[src/rtl/tw_pkg.sv]
package tw_pkg;
  typedef enum logic [2:0] {
    ST_IDLE,
    ST_DEVID,
    ST_ADRH,
    ST_ADRL,
    ST_WDAT,
    ST_RDAT
  } tw_state_e;
endpackage

[src/rtl/tw_line_sync.sv]
module tw_line_sync #(
  parameter int STAGES = 2
) (
  input  logic clk,
  input  logic rst,
  input  logic scl_i,
  input  logic sda_i,
  output logic sda_s,
  output logic scl_rise,
  output logic scl_fall,
  output logic start_det,
  output logic stop_det
);
  logic [STAGES-1:0] scl_pipe, sda_pipe;
  logic scl_q, sda_q, scl_s;

  always_ff @(posedge clk) begin
    if (rst) begin
      scl_pipe <= '1;
      sda_pipe <= '1;
      scl_q    <= 1'b1;
      sda_q    <= 1'b1;
    end else begin
      scl_pipe <= {scl_pipe[STAGES-2:0], scl_i};
      sda_pipe <= {sda_pipe[STAGES-2:0], sda_i};
      scl_q    <= scl_s;
      sda_q    <= sda_s;
    end
  end

  assign scl_s     = scl_pipe[STAGES-1];
  assign sda_s     = sda_pipe[STAGES-1];
  assign scl_rise  = scl_s & ~scl_q;
  assign scl_fall  = ~scl_s & scl_q;
  assign start_det = scl_s & scl_q & sda_q & ~sda_s;
  assign stop_det  = scl_s & scl_q & ~sda_q & sda_s;
endmodule

[src/rtl/tw_id_decode.sv]
module tw_id_decode #(
  parameter logic [3:0] MEM_ID = 4'b1010,
  parameter logic [3:0] CMP_ID = 4'b1101
) (
  input  logic [3:0] id_i,
  input  logic [1:0] sel_i,
  input  logic [1:0] dev_sel_i,
  output logic       hit_mem_o,
  output logic       hit_cmp_o
);
  logic sel_ok;
  assign sel_ok    = (sel_i == dev_sel_i);
  assign hit_mem_o = sel_ok && (id_i == MEM_ID);
  assign hit_cmp_o = sel_ok && (id_i == CMP_ID);
endmodule

[src/rtl/tw_ctrl.sv]
module tw_ctrl
  import tw_pkg::*;
#(
  parameter int         MEM_AW = 11,
  parameter int         REG_AW = 5,
  parameter logic [3:0] MEM_ID = 4'b1010,
  parameter logic [3:0] CMP_ID = 4'b1101
) (
  input  logic              clk,
  input  logic              rst,
  input  logic              sda_s,
  input  logic              scl_rise,
  input  logic              scl_fall,
  input  logic              start_det,
  input  logic              stop_det,
  input  logic              lowv_i,
  input  logic [1:0]        dev_sel_i,
  input  logic [7:0]        mem_rdata,
  input  logic [7:0]        reg_rdata,
  output logic              sda_oe,
  output logic [MEM_AW-1:0] mem_addr,
  output logic [REG_AW-1:0] reg_addr,
  output logic [7:0]        wdata,
  output logic              mem_we,
  output logic              mem_re,
  output logic              reg_we,
  output logic              reg_re
);
  localparam int PW = (MEM_AW > REG_AW) ? MEM_AW : REG_AW;
  localparam logic [15:0] MEM_MASK = 16'((17'd1 << MEM_AW) - 17'd1);
  localparam logic [15:0] REG_MASK = 16'((17'd1 << REG_AW) - 17'd1);

  tw_state_e   st;
  logic [3:0]  bitc;
  logic [7:0]  shreg, txbyte, adr_hi;
  logic [PW-1:0] ptr, ptr_inc;
  logic [15:0] mask_sel;
  logic [2:0]  bidx;
  logic        ack_smp, to_cmp, rd_pend, bump;
  logic        hit_mem, hit_cmp;

  tw_id_decode #(.MEM_ID(MEM_ID), .CMP_ID(CMP_ID)) u_dec (
    .id_i      (shreg[7:4]),
    .sel_i     (shreg[2:1]),
    .dev_sel_i (dev_sel_i),
    .hit_mem_o (hit_mem),
    .hit_cmp_o (hit_cmp)
  );

  assign mask_sel = to_cmp ? REG_MASK : MEM_MASK;
  assign ptr_inc  = PW'((16'(ptr) + 16'd1) & mask_sel);
  assign bidx     = 3'(4'd7 - bitc);
  assign mem_addr = ptr[MEM_AW-1:0];
  assign reg_addr = ptr[REG_AW-1:0];

  always_ff @(posedge clk) begin
    if (rst) begin
      st <= ST_IDLE;
      bitc <= '0;
      shreg <= '0;
      txbyte <= '0;
      adr_hi <= '0;
      ptr <= '0;
      wdata <= '0;
      ack_smp <= 1'b1;
      to_cmp <= 1'b0;
      rd_pend <= 1'b0;
      bump <= 1'b0;
      sda_oe <= 1'b0;
      mem_we <= 1'b0;
      mem_re <= 1'b0;
      reg_we <= 1'b0;
      reg_re <= 1'b0;
    end else begin
      mem_we  <= 1'b0;
      reg_we  <= 1'b0;
      mem_re  <= 1'b0;
      reg_re  <= 1'b0;
      rd_pend <= mem_re | reg_re;
      bump    <= mem_we | reg_we | mem_re | reg_re;
      if (rd_pend) txbyte <= to_cmp ? reg_rdata : mem_rdata;
      if (bump) ptr <= ptr_inc;

      if (lowv_i) begin
        st <= ST_IDLE;
        sda_oe <= 1'b0;
        bitc <= '0;
      end else if (start_det) begin
        st <= ST_DEVID;
        sda_oe <= 1'b0;
        bitc <= '0;
      end else if (stop_det) begin
        st <= ST_IDLE;
        sda_oe <= 1'b0;
      end else if (st != ST_IDLE) begin
        if (scl_rise) begin
          if (bitc < 4'd8) begin
            shreg <= {shreg[6:0], sda_s};
            bitc  <= bitc + 4'd1;
          end else if (bitc == 4'd8) begin
            ack_smp <= sda_s;
            bitc    <= 4'd9;
            if (st == ST_RDAT && !sda_s) begin
              mem_re <= !to_cmp;
              reg_re <= to_cmp;
            end
          end
        end else if (scl_fall) begin
          if (bitc == 4'd8) begin
            unique case (st)
              ST_DEVID: begin
                if (hit_mem || hit_cmp) begin
                  sda_oe <= 1'b1;
                  to_cmp <= hit_cmp;
                  st     <= shreg[0] ? ST_RDAT : ST_ADRH;
                end else begin
                  st <= ST_IDLE;
                end
              end
              ST_ADRH: begin
                adr_hi <= shreg;
                sda_oe <= 1'b1;
                st     <= ST_ADRL;
              end
              ST_ADRL: begin
                ptr    <= PW'({adr_hi, shreg} & mask_sel);
                sda_oe <= 1'b1;
                st     <= ST_WDAT;
              end
              ST_WDAT: begin
                mem_we <= !to_cmp;
                reg_we <= to_cmp;
                wdata  <= shreg;
                sda_oe <= 1'b1;
              end
              ST_RDAT: sda_oe <= 1'b0;
              default: sda_oe <= 1'b0;
            endcase
          end else if (bitc == 4'd9) begin
            bitc <= '0;
            if (st == ST_RDAT && !ack_smp) begin
              sda_oe <= !txbyte[7];
            end else begin
              sda_oe <= 1'b0;
              if (st == ST_RDAT) st <= ST_IDLE;
            end
          end else if (st == ST_RDAT && bitc != 4'd0) begin
            sda_oe <= !txbyte[bidx];
          end
        end
      end
    end
  end
endmodule

[src/rtl/tw_dual_slave.sv]
module tw_dual_slave #(
  parameter int         MEM_AW      = 11,
  parameter int         REG_AW      = 5,
  parameter int         SYNC_STAGES = 2,
  parameter logic [3:0] MEM_ID      = 4'b1010,
  parameter logic [3:0] CMP_ID      = 4'b1101
) (
  input  logic              clk,
  input  logic              rst,
  input  logic              scl_i,
  input  logic              sda_i,
  output logic              sda_oe,
  input  logic [1:0]        dev_sel_i,
  input  logic              lowv_i,
  output logic [MEM_AW-1:0] mem_addr,
  output logic [7:0]        mem_wdata,
  output logic              mem_we,
  output logic              mem_re,
  input  logic [7:0]        mem_rdata,
  output logic [REG_AW-1:0] reg_addr,
  output logic [7:0]        reg_wdata,
  output logic              reg_we,
  output logic              reg_re,
  input  logic [7:0]        reg_rdata
);
  logic sda_s, scl_rise, scl_fall, start_det, stop_det;
  logic [7:0] wdata;

  tw_line_sync #(.STAGES(SYNC_STAGES)) u_sync (
    .clk       (clk),
    .rst       (rst),
    .scl_i     (scl_i),
    .sda_i     (sda_i),
    .sda_s     (sda_s),
    .scl_rise  (scl_rise),
    .scl_fall  (scl_fall),
    .start_det (start_det),
    .stop_det  (stop_det)
  );

  tw_ctrl #(
    .MEM_AW (MEM_AW),
    .REG_AW (REG_AW),
    .MEM_ID (MEM_ID),
    .CMP_ID (CMP_ID)
  ) u_ctrl (
    .clk       (clk),
    .rst       (rst),
    .sda_s     (sda_s),
    .scl_rise  (scl_rise),
    .scl_fall  (scl_fall),
    .start_det (start_det),
    .stop_det  (stop_det),
    .lowv_i    (lowv_i),
    .dev_sel_i (dev_sel_i),
    .mem_rdata (mem_rdata),
    .reg_rdata (reg_rdata),
    .sda_oe    (sda_oe),
    .mem_addr  (mem_addr),
    .reg_addr  (reg_addr),
    .wdata     (wdata),
    .mem_we    (mem_we),
    .mem_re    (mem_re),
    .reg_we    (reg_we),
    .reg_re    (reg_re)
  );

  assign mem_wdata = wdata;
  assign reg_wdata = wdata;
endmodule

[config.mk]
export PLATFORM = sky130hd
export DESIGN_NAME = tw_dual_slave
export DESIGN_NICKNAME = d
export VERILOG_FILES = /design/src/rtl/tw_pkg.sv /design/src/rtl/tw_line_sync.sv /design/src/rtl/tw_id_decode.sv /design/src/rtl/tw_ctrl.sv /design/src/rtl/tw_dual_slave.sv
export SDC_FILE = /design/constraint.sdc
export NUM_CORES = 1
export LEC_CHECK = 0
export BUFFER_PORTS_ARGS = -buffer_cell sky130_fd_sc_hd__buf_2
export CORE_ASPECT_RATIO = 1.25
export CORE_MARGIN = 4
export CORE_UTILIZATION = 50
export CTS_CLUSTER_DIAMETER = 120
export CTS_CLUSTER_SIZE = 30
export DETAILED_ROUTE_END_ITERATION = 8
export PLACE_DENSITY = 0.87
export SYNTH_ARGS = -nofsm -noshare
export SYNTH_HDL_FRONTEND = slang
export SYNTH_SLANG_ARGS = --single-unit
[constraint.sdc]
create_clock -name clk -period 1.7 [get_ports clk]
set_input_delay 0.085 -clock clk [delete_from_list [all_inputs] [get_ports clk]]
set_output_delay 0.085 -clock clk [all_outputs]
set_load 0.01 [all_outputs]
# Word-level counts from Yosys, hierarchy flattened
# Index checks and enable logic that the tools add are counted.
dict set report word_totals {
  register_bits 60
  inputBits 23
  out_inout_bits 37
  word_cells 145
}
dict set report op_classes {
  add_sub_neg 3
  order_cmp 2
  n_eq_ne 18
  n_mux 37
  bitwise 27
  reduce_logical 37
}
# op count
set ops {}
lappend ops {{11-bit 2-to-1 mux} 10}
lappend ops {{4-bit 2-to-1 mux} 6}
lappend ops {{11-bit AND} 2}
lappend ops {{7-bit AND reduction} 3}
lappend ops {{3-bit 2-to-1 mux} 6}
lappend ops {{9-bit OR reduction} 2}
lappend ops {{4-bit equality test, second input constant} 4}
lappend ops {{8-bit AND reduction} 2}
lappend ops {{1-bit NOT} 14}
lappend ops {{6-bit AND reduction} 2}
lappend ops {{3-bit nonzero test} 4}
lappend ops {{4-bit nonzero test} 3}
lappend ops {{11-bit by 1-bit adder with 11-bit output, second input constant} 1}
lappend ops {{1-bit 2-to-1 mux} 11}
lappend ops {{3-bit case mux with 3 select lines} 1}
lappend ops {{9-bit AND reduction} 1}
lappend ops {{8-bit 2-to-1 mux} 1}
lappend ops {{2-bit nonzero test} 4}
lappend ops {{1-bit AND} 7}
lappend ops {{3-bit by 2-bit equality test with 1-bit output, second input constant} 2}
lappend ops {{3-bit equality test, second input constant} 2}
lappend ops {{3-bit by 1-bit != test with 1-bit output, second input constant} 2}
lappend ops {{6-bit != test, second input constant} 1}
lappend ops {{3-bit OR reduction} 2}
lappend ops {{other kinds (20)} 31}

# Longest topological paths before layout
dict set report logic_depth {
  depth_word 11
  mapped_depth 8
  depth_no_buf 7
}

# Cells and area by module
# A second synthesis with hierarchy kept.
dict set report unflattened {
  hier_cells 340
  hier_area_um2 3019.1
}
# mod n_inst cells_each area_per_inst_um2 seq_area_each_um2
set modules_own_cells {}
lappend modules_own_cells {tw_ctrl 1 310 2721.4 1081.0}
lappend modules_own_cells {tw_line_sync 1 16 190.2 120.1}
lappend modules_own_cells {tw_dual_slave 1 8 60.1 0.0}
lappend modules_own_cells {tw_id_decode 1 6 47.5 0.0}

# Worst setup path before layout
# OpenSTA, ideal clock, no wires.
dict set report synth_path {
  path_type {reg2reg}
  from {register u_sync.scl_q}
  to {register u_ctrl.ptr[9] (netlist: u_ctrl.mem_addr[9])}
  setup_time_ns 0.136
  t_arrival_ns 1.553
  t_required_ns 1.564
  path_slack_ns 0.010
  path_stages_with_launch 9
  path_buffers 1
  synth_period_minus_slack_ns 1.690
  cell_sequence {dfxtp_1 -> inv_1 -> ha_1 -> nor2b_1 -> and2_2 -> nand4_2 -> buf_2 -> o211ai_1 -> o41ai_2}
}
dict set report synth_via {
  elab_chain_cells 7
  elab_cells_between_ends 14
  cone_classes {mux (6); bitwise (8)}
}
# item line
set synth_rtl {}
lappend synth_rtl {{start: declaration} tw_line_sync.sv:15} ;# logic scl_q, sda_q, scl_s;
lappend synth_rtl {{start signal: assignment} tw_line_sync.sv:26} ;# scl_q <= scl_s;
lappend synth_rtl {{1-bit AND or 1-bit NOT (tied branches)} {tw_line_sync.sv:34, tw_line_sync.sv:33}}
lappend synth_rtl {{11-bit 2-to-1 mux or 1-bit AND (tied branches)} {tw_ctrl.sv:108, tw_line_sync.sv:33}}
lappend synth_rtl {{11-bit 2-to-1 mux} tw_ctrl.sv:96} ;# if (scl_rise) begin
lappend synth_rtl {{11-bit 2-to-1 mux} tw_ctrl.sv:95} ;# end else if (st != ST_IDLE) begin
lappend synth_rtl {{11-bit 2-to-1 mux} tw_ctrl.sv:92} ;# end else if (stop_det) begin
lappend synth_rtl {{11-bit 2-to-1 mux (*)} tw_ctrl.sv:88} ;# end else if (start_det) begin
lappend synth_rtl {{11-bit 2-to-1 mux (*)} tw_ctrl.sv:84} ;# if (lowv_i) begin
lappend synth_rtl {{end signal: assignment} tw_ctrl.sv:82} ;# if (bump) ptr <= ptr_inc;
lappend synth_rtl {{end signal: assignment} tw_ctrl.sv:126} ;# ptr <= PW'({adr_hi, shreg} & mask_sel);
lappend synth_rtl {{end: declaration} tw_ctrl.sv:36} ;# logic [PW-1:0] ptr, ptr_inc;
# Mark *: on every way between the ends. The rest lies on a longest branch, timed or not.
# A chain may end at the register's enable or synchronous reset.

# Final worst setup path
dict set report layout_path {
  from {register u_sync.scl_pipe[1]}
  to {register u_ctrl.ptr[5] (netlist: u_ctrl.mem_addr[5])}
}
dict set report layout_via {
  elab_chain_cells 8
  elab_cells_between_ends 14
  cone_classes {mux (6); bitwise (8)}
}
# item line
set layout_rtl {}
lappend layout_rtl {{start: declaration} tw_line_sync.sv:14} ;# logic [STAGES-1:0] scl_pipe, sda_pipe;
lappend layout_rtl {{start signal: assignment} tw_line_sync.sv:24} ;# scl_pipe <= {scl_pipe[STAGES-2:0], scl_i};
lappend layout_rtl {{1-bit NOT} tw_line_sync.sv:34} ;# assign scl_fall = ~scl_s & scl_q;
lappend layout_rtl {{1-bit AND} tw_line_sync.sv:34}
lappend layout_rtl {{11-bit 2-to-1 mux} tw_ctrl.sv:108} ;# end else if (scl_fall) begin
lappend layout_rtl {{11-bit 2-to-1 mux} tw_ctrl.sv:96}
lappend layout_rtl {{11-bit 2-to-1 mux} tw_ctrl.sv:95}
lappend layout_rtl {{11-bit 2-to-1 mux} tw_ctrl.sv:92}
lappend layout_rtl {{11-bit 2-to-1 mux (*)} tw_ctrl.sv:88}
lappend layout_rtl {{11-bit 2-to-1 mux (*)} tw_ctrl.sv:84}
# Marked as above.

==> run metrics <==
RSZ-0062 raised after global routing=true; Synth Area in Compound Gates=0.120; crit path cell chain=inv_1 -> ha_1 -> nor2b_4 -> and2_4 -> nand4_4 -> buf_12 -> mux2i_4 -> o21ai_1; synthesis-to-layout area growth=32.9%; DRC violations left=0; Worst-path clk slew=0.07 ns; Power Density=764 nW/um^2; FF-to-FF path depth=8; Worst Clk Skew=0.0111 ns; post-synth top area cell=dfxtp_1; Synth Area in Simple Gates=0.228; fin crit period=1.88 ns; Slew headroom=0.664; CTS Buffer Depth=2; max incr delay on CP=0.36 ns; cts bufs inserted=9; Remaining Overflow, GRT=0; drt initial violations=366; Synth top cells by count=dfxtp_1 (60), nor2_1 (48), mux2i_1 (33), buf_4 (16); layout cells sized above 1=0.394; mux contribution to synthesized area=0.120; Post-Place Cell Area=3630 sq um; Clock H-tree levels=3; initial core utilization=0.517; Layout Nets=459; Vias=3,093; Mapped Cells=349; CP Data Arrival Time=2.15 ns; post-synth top area share=0.377; largest family of logic cells by synthesized area=simple AND/OR/NAND/NOR gates; first-pass GRT wire length=13.8 mm; register bit total from synthesis=60; Clock Latency Late Sink=0.36 ns; Crit Path Category=reg2reg; CORE AREA=6170 sq um; main flop type after synthesis=dfxtp_1; Mapped Area=3190 sq um; required time of the critical path=1.98 ns; EDFF count, synth=0; GRT Total Usage=0.223; count leader, synth=dfxtp_1; n_diodes=0; flop2flop setup slack=-0.18 ns; top cells by area, synth=dfxtp_1 (38%), mux2i_1 (10%), nor2_1 (5.7%); max cap viols=0; drt pass-1 iters=5; antenna violations before repair=0; CTS tree=done; Crit Path Max Fanout=6; Fmax=533 MHz; Yosys cell types=59; syn avg cell area=9.13 sq um; Setup violations, final=24; routed wire length=9.75 mm; Peak VDD IR=0.000561 V; Placer Congestion=0.958; Slew @ Worst Pin=0.503 ns; RR Startpoint=u_sync.scl_pipe[1]; Sink Count=60; Root Buffer Master=clkbuf_8; failing checks=negative setup slack; final instance area=4240 sq um; # rows=32; detailed placement HPWL=5.62 mm; CP Capture Point=u_ctrl.mem_addr[5]; DIE HEIGHT=97.3 um; Critical Path Slowest Stage Cell=dfxtp_2; HP Class=in2reg; startpoint types=register; ANT nets after route=0; fin crit share=1.10; post-synthesis xor/xnor area fraction=0.0440; Fin. Hold Viols=0; Setup WS post-layout=-0.176 ns; Async SR Flop Fraction=0; largest net degree at the start of global routing=23; IO Port Bufs=59; Critical Path Start=u_sync.scl_pipe[1]; register area share after synthesis=0.377; Synth Warn #=0; Crit path depth=8; critical path buffer and inverter count=2; dpl ws=-0.141 ns; Top delay family on crit path=simple AND/OR/NAND/NOR gates; syn nets=379; outcome=finished, violations left; LEAKAGE=1.89 nW; Ports=60; fin. max-slew vios=0; vias in the first global route=2,946; die area=7730 sq um; DIE WIDTH=79.4 um; CP endpoint kind=register; routed len/inst=18.8 um; reg2reg end=u_ctrl.mem_addr[5]; Adder-Cell Fraction of Synth Area=0.0275; drt via density=5.96
cell families (layout without fill, tap and decap cells):
| family | after synthesis | in the layout |
|---|---|---|
| buffers and inverters | 48 | 133 |
| and+or+nand+nor | 133 | 133 |
| xor gates and xnor gates | 16 | 16 |
| AOI/OAI and AO/OA | 50 | 50 |
| DFF | 60 | 60 |
| adders and majority gates | 7 | 7 |
| muxes | 35 | 35 |
worst min-delay path, cell delays in order:
cell and delay, ns:
buf_2 0.10, mux2i_1 0.11, a211oi_1 0.08
state kept, by name (all words and copies together) (netlist names), 2 cells and up:
signal	flops
u_sync.sda_pipe	2
u_ctrl.adr_hi	3
u_ctrl.txbyte	8
u_ctrl.shreg	8
u_ctrl.mem_addr	11
u_ctrl.wdata	8
u_ctrl.bitc	4
u_sync.scl_pipe	2
u_ctrl.st	3
repair_timing:
action	4_1_cts	5_1_grt
setup buffers	4	2
pin swaps	9	12
endpoints found under the hold margin	3	0
hold buffers	3	0
setup endpoints to repair	29	27
cloned	0	3
gates resized for setup	20	32
routing by layer:
metal / vias up / routed length [um] / GRT usage
met5: - / 0 / 0
met4: 0 / 516 / 0.128
met3: 67 / 812 / 0.0417
met2: 217 / 4860 / 0.370
met1: 1434 / 3560 / 0.263
li1: 1375 / - / -
worst min-delay path by stage:
stage,start,end,cells past startpoint
after floorplan,lowv_i,u_ctrl.st[0],1
after global placement,scl_i,u_sync.scl_pipe[0],2
after detailed placement,sda_i,u_sync.sda_pipe[0],2
after CTS,mem_rdata[3],u_ctrl.txbyte[3],3
after global routing,mem_rdata[2],u_ctrl.txbyte[2],3
final,mem_rdata[3],u_ctrl.txbyte[3],3
layout make-up:
| cell class | count | area [sq um] |
|---|---|---|
| multi-input cells | 241 | 1920 |
| repair buffers | 104 | 699 |
| flip-flops and latches | 60 | 1210 |
| fillers | 428 | 1930 |
| clock inverters | 4 | 95.1 |
| well taps | 85 | 106 |
| inverters | 13 | 48.8 |
| clock buffers | 12 | 155 |
power by group:
part	switching [mW]	leakage [nW]	internal [mW]	total (mW)
Sequential	0.00758	0.485	1.41	1.42
Clock	0.587	0.127	1.05	1.64
Combinational	0.101	1.28	0.0796	0.181
Total	0.696	1.89	2.54	3.24
stage by stage:
step | util | instances | hold WS, ns | total power, mW | setup TNS (ns)
global route | 0.687 | 519 | 0.0966 | 3.30 | -2.27
floorplan | - | 349 | 0.161 | 1.52 | 0
detailed placement | 0.589 | 491 | 0.269 | 1.58 | -1.78
CTS | 0.651 | 514 | 0.0736 | 3.21 | -0.0109
global placement | 0.589 | 491 | 0.272 | 1.58 | -0.00112
finish | 0.687 | 519 | 0.0769 | 3.24 | -1.11
layout by cell type, fill, tap and decap left out, types with 5 or more instances in the layout:
cell type,n
nor2_1,43
xor2_1,8
nand3_1,15
a21oi_1,7
buf_2,59
a211oi_2,5
or2_2,5
a211oi_1,8
nand2_1,14
mux2i_1,32
buf_4,36
clkbuf_8,11
inv_1,11
o21ai_1,6
xnor2_1,7
nor3_1,8
dfxtp_1,55
Note: power is estimated with default switching activity, not from simulation.
